## config.mk

```make
export PLATFORM = sky130hd
export DESIGN_NAME = uart_irq_router
export DESIGN_NICKNAME = d
export VERILOG_FILES = /design/src/rtl/uart_irq_pkg.sv /design/src/rtl/uirq_regs.sv /design/src/rtl/uirq_route.sv /design/src/rtl/uirq_rdmux.sv /design/src/rtl/uart_irq_router.sv
export SDC_FILE = /design/constraint.sdc
export NUM_CORES = 1
export LEC_CHECK = 0
export ABC_AREA = 0
export CAP_MARGIN = 20
export CORE_UTILIZATION = 50
export CTS_BUF_LIST = sky130_fd_sc_hd__clkbuf_8 sky130_fd_sc_hd__clkbuf_16
export DETAILED_ROUTE_END_ITERATION = 8
export DONT_BUFFER_PORTS = 1
export REMOVE_ABC_BUFFERS = 1
export SYNTH_ARGS = -nofsm -noshare
export SYNTH_HDL_FRONTEND = slang
export SYNTH_SLANG_ARGS = --single-unit
```

## constraint.sdc

```tcl
create_clock -name clk -period 1.2 [get_ports clk]
set_input_delay 0.24 -clock clk [delete_from_list [all_inputs] [get_ports clk]]
set_output_delay 0.24 -clock clk [all_outputs]
set_load 0.03 [all_outputs]
```

## src/rtl/uart_irq_pkg.sv

```systemverilog
package uart_irq_pkg;
    localparam int NSRC   = 11;
    localparam int NGRP   = 5;
    localparam int ADDR_W = 3;
    localparam int DATA_W = 16;

    localparam int BIT_TX = 5;

    localparam logic [ADDR_W-1:0] A_DATA = 3'd0;
    localparam logic [ADDR_W-1:0] A_MASK = 3'd1;
    localparam logic [ADDR_W-1:0] A_RAW  = 3'd2;
    localparam logic [ADDR_W-1:0] A_MSK  = 3'd3;
    localparam logic [ADDR_W-1:0] A_CLR  = 3'd4;

    // group order on the grp vector: 0 rx, 1 tx, 2 timeout, 3 modem, 4 error
    localparam logic [NSRC-1:0] GM_RX  = 11'h010;
    localparam logic [NSRC-1:0] GM_TX  = 11'h020;
    localparam logic [NSRC-1:0] GM_RTO = 11'h040;
    localparam logic [NSRC-1:0] GM_MS  = 11'h00F;
    localparam logic [NSRC-1:0] GM_ERR = 11'h780;

    typedef struct packed {
        logic [NSRC-1:0] raw;
        logic [NSRC-1:0] mask;
    } irq_regs_t;

    typedef struct packed {
        logic            any;
        logic [NGRP-1:0] grp;
    } irq_lines_t;
endpackage

```

## src/rtl/uirq_regs.sv

```systemverilog
module uirq_regs
    import uart_irq_pkg::*;
#(
    parameter int NS  = NSRC,
    parameter int AW  = ADDR_W,
    parameter int DW  = DATA_W
) (
    input  logic          clk,
    input  logic          rst_n,
    input  logic          wr_en,
    input  logic [AW-1:0] wr_addr,
    input  logic [DW-1:0] wr_data,
    input  logic [NS-1:0] evt_set,
    output logic [NS-1:0] raw_q,
    output logic [NS-1:0] mask_q
);
    irq_regs_t     st_d, st_q;
    logic [NS-1:0] set_vec;
    logic [NS-1:0] clr_vec;

    always_comb begin
        set_vec = evt_set;
        if (wr_en && wr_addr == A_DATA) begin
            set_vec[BIT_TX] = 1'b1;
        end
        clr_vec = (wr_en && wr_addr == A_CLR) ? wr_data[NS-1:0] : '0;
        st_d      = st_q;
        st_d.raw  = (st_q.raw & ~clr_vec) | set_vec;
        if (wr_en && wr_addr == A_MASK) begin
            st_d.mask = wr_data[NS-1:0];
        end
    end

    always_ff @(posedge clk) begin
        if (!rst_n) begin
            st_q <= '0;
        end else begin
            st_q <= st_d;
        end
    end

    assign raw_q  = st_q.raw;
    assign mask_q = st_q.mask;

    // every pulsed bit is present next cycle, clear or not
    p_set_wins_r5: assert property (@(posedge clk) disable iff (!rst_n)
        (|set_vec) |=> ((raw_q & $past(set_vec)) == $past(set_vec)));

    // cleared bits without a concurrent set are gone
    p_clear_r3: assert property (@(posedge clk) disable iff (!rst_n)
        (|clr_vec) |=> ((raw_q & $past(clr_vec & ~set_vec)) == '0));

    // writes to status views change nothing
    p_ignored_r4: assert property (@(posedge clk) disable iff (!rst_n)
        (wr_en && (wr_addr == A_RAW || wr_addr == A_MSK) && !(|evt_set))
        |=> (raw_q == $past(raw_q) && mask_q == $past(mask_q)));
endmodule

```

## src/rtl/uirq_route.sv

```systemverilog
module uirq_route
    import uart_irq_pkg::*;
#(
    parameter int NS = NSRC,
    parameter int NG = NGRP
) (
    input  logic          clk,
    input  logic          rst_n,
    input  logic [NS-1:0] raw,
    input  logic [NS-1:0] mask,
    output logic          any_q,
    output logic [NG-1:0] grp_q
);
    localparam logic [NG-1:0][NS-1:0] GMAP = {GM_ERR, GM_MS, GM_RTO, GM_TX, GM_RX};

    irq_lines_t    ln_d, ln_q;
    logic [NS-1:0] masked;
    logic [NG-1:0] grp_hit;

    assign masked = raw & mask;

    for (genvar g = 0; g < NG; g++) begin : g_grp
        assign grp_hit[g] = |(masked & GMAP[g]);

        // each group line tracks its bits one cycle later
        p_group_r8: assert property (@(posedge clk) disable iff (!rst_n)
            1'b1 |=> (grp_q[g] == |($past(raw & mask) & GMAP[g])));
    end

    always_comb begin
        ln_d     = ln_q;
        ln_d.grp = grp_hit;
        ln_d.any = |masked;
    end

    always_ff @(posedge clk) begin
        if (!rst_n) begin
            ln_q <= '0;
        end else begin
            ln_q <= ln_d;
        end
    end

    assign any_q = ln_q.any;
    assign grp_q = ln_q.grp;

    // combined line agrees with the group lines
    p_combined_r7: assert property (@(posedge clk) disable iff (!rst_n)
        any_q == (|grp_q));
endmodule

```

## src/rtl/uirq_rdmux.sv

```systemverilog
module uirq_rdmux
    import uart_irq_pkg::*;
#(
    parameter int NS = NSRC,
    parameter int AW = ADDR_W,
    parameter int DW = DATA_W
) (
    input  logic          clk,
    input  logic          rst_n,
    input  logic [AW-1:0] rd_addr,
    input  logic [NS-1:0] raw,
    input  logic [NS-1:0] mask,
    output logic [DW-1:0] rd_data_q
);
    logic [DW-1:0] rd_data_d;

    always_comb begin
        rd_data_d = '0;
        unique case (rd_addr)
            A_MASK:  rd_data_d[NS-1:0] = mask;
            A_RAW:   rd_data_d[NS-1:0] = raw;
            A_MSK:   rd_data_d[NS-1:0] = raw & mask;
            default: rd_data_d = '0;
        endcase
    end

    always_ff @(posedge clk) begin
        if (!rst_n) begin
            rd_data_q <= '0;
        end else begin
            rd_data_q <= rd_data_d;
        end
    end

    // the clear address always reads zero
    p_rdclr_r3: assert property (@(posedge clk) disable iff (!rst_n)
        (rd_addr == A_CLR) |=> (rd_data_q == '0));

    // masked view equals raw AND mask
    p_masked_r2: assert property (@(posedge clk) disable iff (!rst_n)
        (rd_addr == A_MSK) |=> (rd_data_q[NS-1:0] == $past(raw & mask)));
endmodule

```

## src/rtl/uart_irq_router.sv

```systemverilog
module uart_irq_router
    import uart_irq_pkg::*;
#(
    parameter int NS = NSRC,
    parameter int AW = ADDR_W,
    parameter int DW = DATA_W
) (
    input  logic          clk,
    input  logic          rst_n,
    input  logic          wr_en,
    input  logic [AW-1:0] wr_addr,
    input  logic [DW-1:0] wr_data,
    input  logic [AW-1:0] rd_addr,
    output logic [DW-1:0] rd_data,
    input  logic [NS-1:0] evt_set,
    output logic          irq_any,
    output logic          irq_rx,
    output logic          irq_tx,
    output logic          irq_rto,
    output logic          irq_modem,
    output logic          irq_err
);
    logic [NS-1:0]   raw_q, mask_q;
    logic [NGRP-1:0] grp;

    uirq_regs #(.NS(NS), .AW(AW), .DW(DW)) u_regs (
        .clk(clk), .rst_n(rst_n), .wr_en(wr_en), .wr_addr(wr_addr),
        .wr_data(wr_data), .evt_set(evt_set), .raw_q(raw_q), .mask_q(mask_q)
    );

    uirq_route #(.NS(NS), .NG(NGRP)) u_route (
        .clk(clk), .rst_n(rst_n), .raw(raw_q), .mask(mask_q),
        .any_q(irq_any), .grp_q(grp)
    );

    uirq_rdmux #(.NS(NS), .AW(AW), .DW(DW)) u_rdmux (
        .clk(clk), .rst_n(rst_n), .rd_addr(rd_addr), .raw(raw_q),
        .mask(mask_q), .rd_data_q(rd_data)
    );

    assign irq_rx    = grp[0];
    assign irq_tx    = grp[1];
    assign irq_rto   = grp[2];
    assign irq_modem = grp[3];
    assign irq_err   = grp[4];

    // lines quiet in the cycle after reset
    p_reset_r1: assert property (@(posedge clk)
        $past(!rst_n) |-> (!irq_any && grp == '0 && rd_data == '0));
endmodule

```

==> flow_metrics.env <==
export IMPL_fp_dieW_um=57.0
export IMPL_cp_arrival_ns=1.29
export IMPL_fin_crit_sh=0.923
export IMPL_cpLargestDelayFamily="compound AO/OA/AOI/OAI gates"
export IMPL_leakage_uw=0.000627
export IMPL_crit_buf_inv=0
export IMPL_hold_depth=1
export IMPL_worst_ep_required_time_ns=1.38
export IMPL_report_final_slew_viol_count=0
export IMPL_hold_path_startpoint="rd_addr[1]"
export IMPL_r2r_end="u_route.any_q$_SDFF_PN0_"
export IMPL_antenna_found_initial=0
export IMPL_critPathKind="flip-flop to flip-flop"
export IMPL_grt_pass1_wl_um=4910
export IMPL_r2r_cells=3
export IMPL_fin_crit_ns=1.11
export IMPL_cp_cell_sequence="a222oi_1 -> nand3_1 -> o21a_1"
export IMPL_syn_inst=160
export IMPL_placed_cells=186
export IMPL_min_delay_path_class="primary input to flip-flop"
export IMPL_hpwlAfterDp_um=2040
export IMPL_cts_tree="done"
export IMPL_ir_worst_vdd_v=0.000762
export IMPL_start_kind="flip-flop"
export IMPL_ant_nets=0
export IMPL_cp_max_fo=4
export IMPL_pwr_share_comb=0.061
export IMPL_rsz0062_at_grt="false"
export IMPL_clk_latency_ns=0.29
export IMPL_synth_warnings=0
export IMPL_syn_area_per_cell_um2=9.46
export IMPL_seq_power_share=0.594
export IMPL_grt_overflow_total=0
export IMPL_max_cap_violations=0
export IMPL_layout_nets=198
export IMPL_path_depth=3
export IMPL_synth_edf_count=0
export IMPL_post_cts_buffers=0
export IMPL_ioPinCount=58
export IMPL_root_buffer="clkbuf_8"
export IMPL_setup_viol_count_final=0
export IMPL_synth_cell_types=24
export IMPL_clock_sinks=39
export IMPL_via_count=1077
export IMPL_violations="DRC"
export IMPL_total_power_uw=2360
export IMPL_status="finished with violations"
export IMPL_p_sw_uw=556
export IMPL_fmax_mhz=903
export IMPL_dr_pass1_iters=6
export IMPL_final_core_util=0.571
export IMPL_reg2reg_slack_ns=0.09
export IMPL_htreeDepth=2
export IMPL_seq_area_frac_synth=0.516
export IMPL_swShare=0.236
export IMPL_fin_area_mm2=0.00160
export IMPL_wl_um=2920
export IMPL_routed_via_density=5.55
export IMPL_start_util=0.540
export IMPL_max_stage_delay_ns=0.34
export IMPL_grt_max_degree=30
export IMPL_dieArea_mm2=0.00325
export IMPL_hold_viol_final=0
export IMPL_cts_max_path_buffers=2
export IMPL_fin_cells=194
export IMPL_synth_seq_cells=39
export IMPL_die_h_um=57.0
export IMPL_ctsHoldBuffers=0
export IMPL_place_area_mm2=0.00152
export IMPL_areaGrowthSynthToFinish_pct=5.79
export IMPL_clkPwrFrac=0.345
export IMPL_rows=19
export IMPL_drcViolationCount=8
export IMPL_grt_total_usage=0.209
export IMPL_layout_area_seq_um2=782
export IMPL_antenna_cells=0
export IMPL_fillCellCount=277
export IMPL_drive_gt1_frac=0.0859
export IMPL_ys_top_cells_by_area="dfxtp_1, a221oi_1, a21boi_1, inv_1, nand2_1"
export IMPL_multi_input_area_um2=576
export IMPL_power_density_mw_per_mm2=1470
export IMPL_r2r_start="u_regs.mask_q[6]$_SDFFE_PN0P_"
export IMPL_cts_resized=0
export IMPL_worstSetupEndpointType="flip-flop"
export IMPL_yosysTopAreaCell="dfxtp_1"
export IMPL_yosysTopAreaCellShare=0.516
export IMPL_syn_area_mm2=0.00151
export IMPL_p_int_uw=1800
export IMPL_io_buffers=0
export IMPL_synth_ff_type="dfxtp_1"
export IMPL_grt_pass1_vias=1076
export IMPL_hold_end="u_rdmux.rd_data_q[4]$_SDFF_PN0_"
export IMPL_clk_pin_slew_ns=0.07
export IMPL_ys_async_sr_fraction=0
export IMPL_gp_congestion=0.721
export IMPL_core_area_mm2=0.00281
export IMPL_cts_made_buffers=5
export IMPL_skew_ns=0.00537
export IMPL_slowest_stage="dfxtp_2"
export IMPL_wl_per_cell_um=15.1
export IMPL_drt_iter0_markers=37
==> cell usage after synthesis, types with 3 or more instances <==
master / number
and3_1: 3
buf_4: 6
a21boi_1: 12
clkbuf_1: 4
o21a_1: 11
dfxtp_1: 39
a221oi_1: 11
a22oi_1: 3
a21oi_1: 11
buf_2: 3
nand2_1: 22
inv_1: 23
==> sequential cells by signal, indices dropped and copies added (netlist names) <==
register / cells
u_rdmux.rd_data_q: 11
u_regs.mask_q: 11
u_regs.raw_q: 11
u_route.any_q: 1
u_route.grp_q: 5
==> final cells by class <==
| type | count | area share |
|---|---|---|
| Timing Repair Buffer | 5 | 0.0234 |
| Sequential cell | 39 | 0.488 |
| Clock inverter | 3 | 0.00781 |
| Clock buffer | 5 | 0.0430 |
| Tap cell | 31 | 0.0242 |
| Multi-Input combinational cell | 88 | 0.359 |
| Inverter | 23 | 0.0539 |
==> power groups by stage <==
stage | Clock (µW) | Combinational, µW | Sequential (µW)
finish | 814 | 144 | 1400
global route | 884 | 163 | 1410
CTS | 831 | 145 | 1400
detailed placement | 0 | 145 | 1430
global placement | 0 | 142 | 1430
floorplan | 0 | 117 | 1420
==> layout by cell type (no fill, tap or decap), types with 3 or more instances in the layout <==
| cell | n |
|---|---|
| a22oi_1 | 3 |
| dfxtp_1 | 38 |
| conb_1 | 5 |
| a221oi_1 | 11 |
| buf_4 | 5 |
| a21boi_1 | 12 |
| clkbuf_8 | 5 |
| nand2_1 | 22 |
| and3_1 | 3 |
| inv_1 | 25 |
| o21a_1 | 11 |
| a21oi_1 | 11 |
==> per-stage QoR <==
| stage | TNS (ns) | hold slack, ns | worst slack [ns] |
|---|---|---|---|
| 3_5_place_dp | 0 | 0.348 | 0.0285 |
| 6_report | 0 | 0.0440 | 0.0926 |
| 5_1_grt | 0 | 0.0305 | 0.00561 |
| 4_1_cts | 0 | 0.0374 | 0.0844 |
| 3_3_place_gp | 0 | 0.345 | 0.0493 |
| 2_1_floorplan | -0.0164 | 0.348 | -0.0164 |
==> layer usage <==
layer  GRT usage  vias up  share of wire
li1            -      540              -
met1       0.236      489           0.43
met2       0.343       42           0.47
met3      0.0930        6          0.088
met4      0.0871        0          0.016
met5           0        -              0
==> cells by family (layout without fill, tap and decap cells) <==
family	Yosys count	count (layout)	share of synthesized area
other cells	1	5	0.00248
compound gates	52	52	0.252
simple gates	31	31	0.116
buf+inv	37	36	0.114
flops	39	39	0.516
==> worst max-delay path by stage <==
stage                                        startpoint                          to
final                     u_regs.mask_q[6]$_SDFFE_PN0P_    u_route.any_q$_SDFF_PN0_
after global routing      u_regs.mask_q[6]$_SDFFE_PN0P_    u_route.any_q$_SDFF_PN0_
after CTS                    u_regs.raw_q[6]$_SDFF_PN0_    u_route.any_q$_SDFF_PN0_
after detailed placement                     wr_addr[1]  u_regs.raw_q[5]$_SDFF_PN0_
after global placement                       wr_addr[1]  u_regs.raw_q[5]$_SDFF_PN0_
after floorplan                              wr_addr[2]  u_regs.raw_q[5]$_SDFF_PN0_
==> worst reg2reg max path, stage by stage, from the launching register on <==
cell      delay (ns)
dfxtp_2         0.34
a222oi_1        0.34
nand3_1         0.14
o21a_1          0.19
Note: power is estimated with default switching activity, not from simulation.
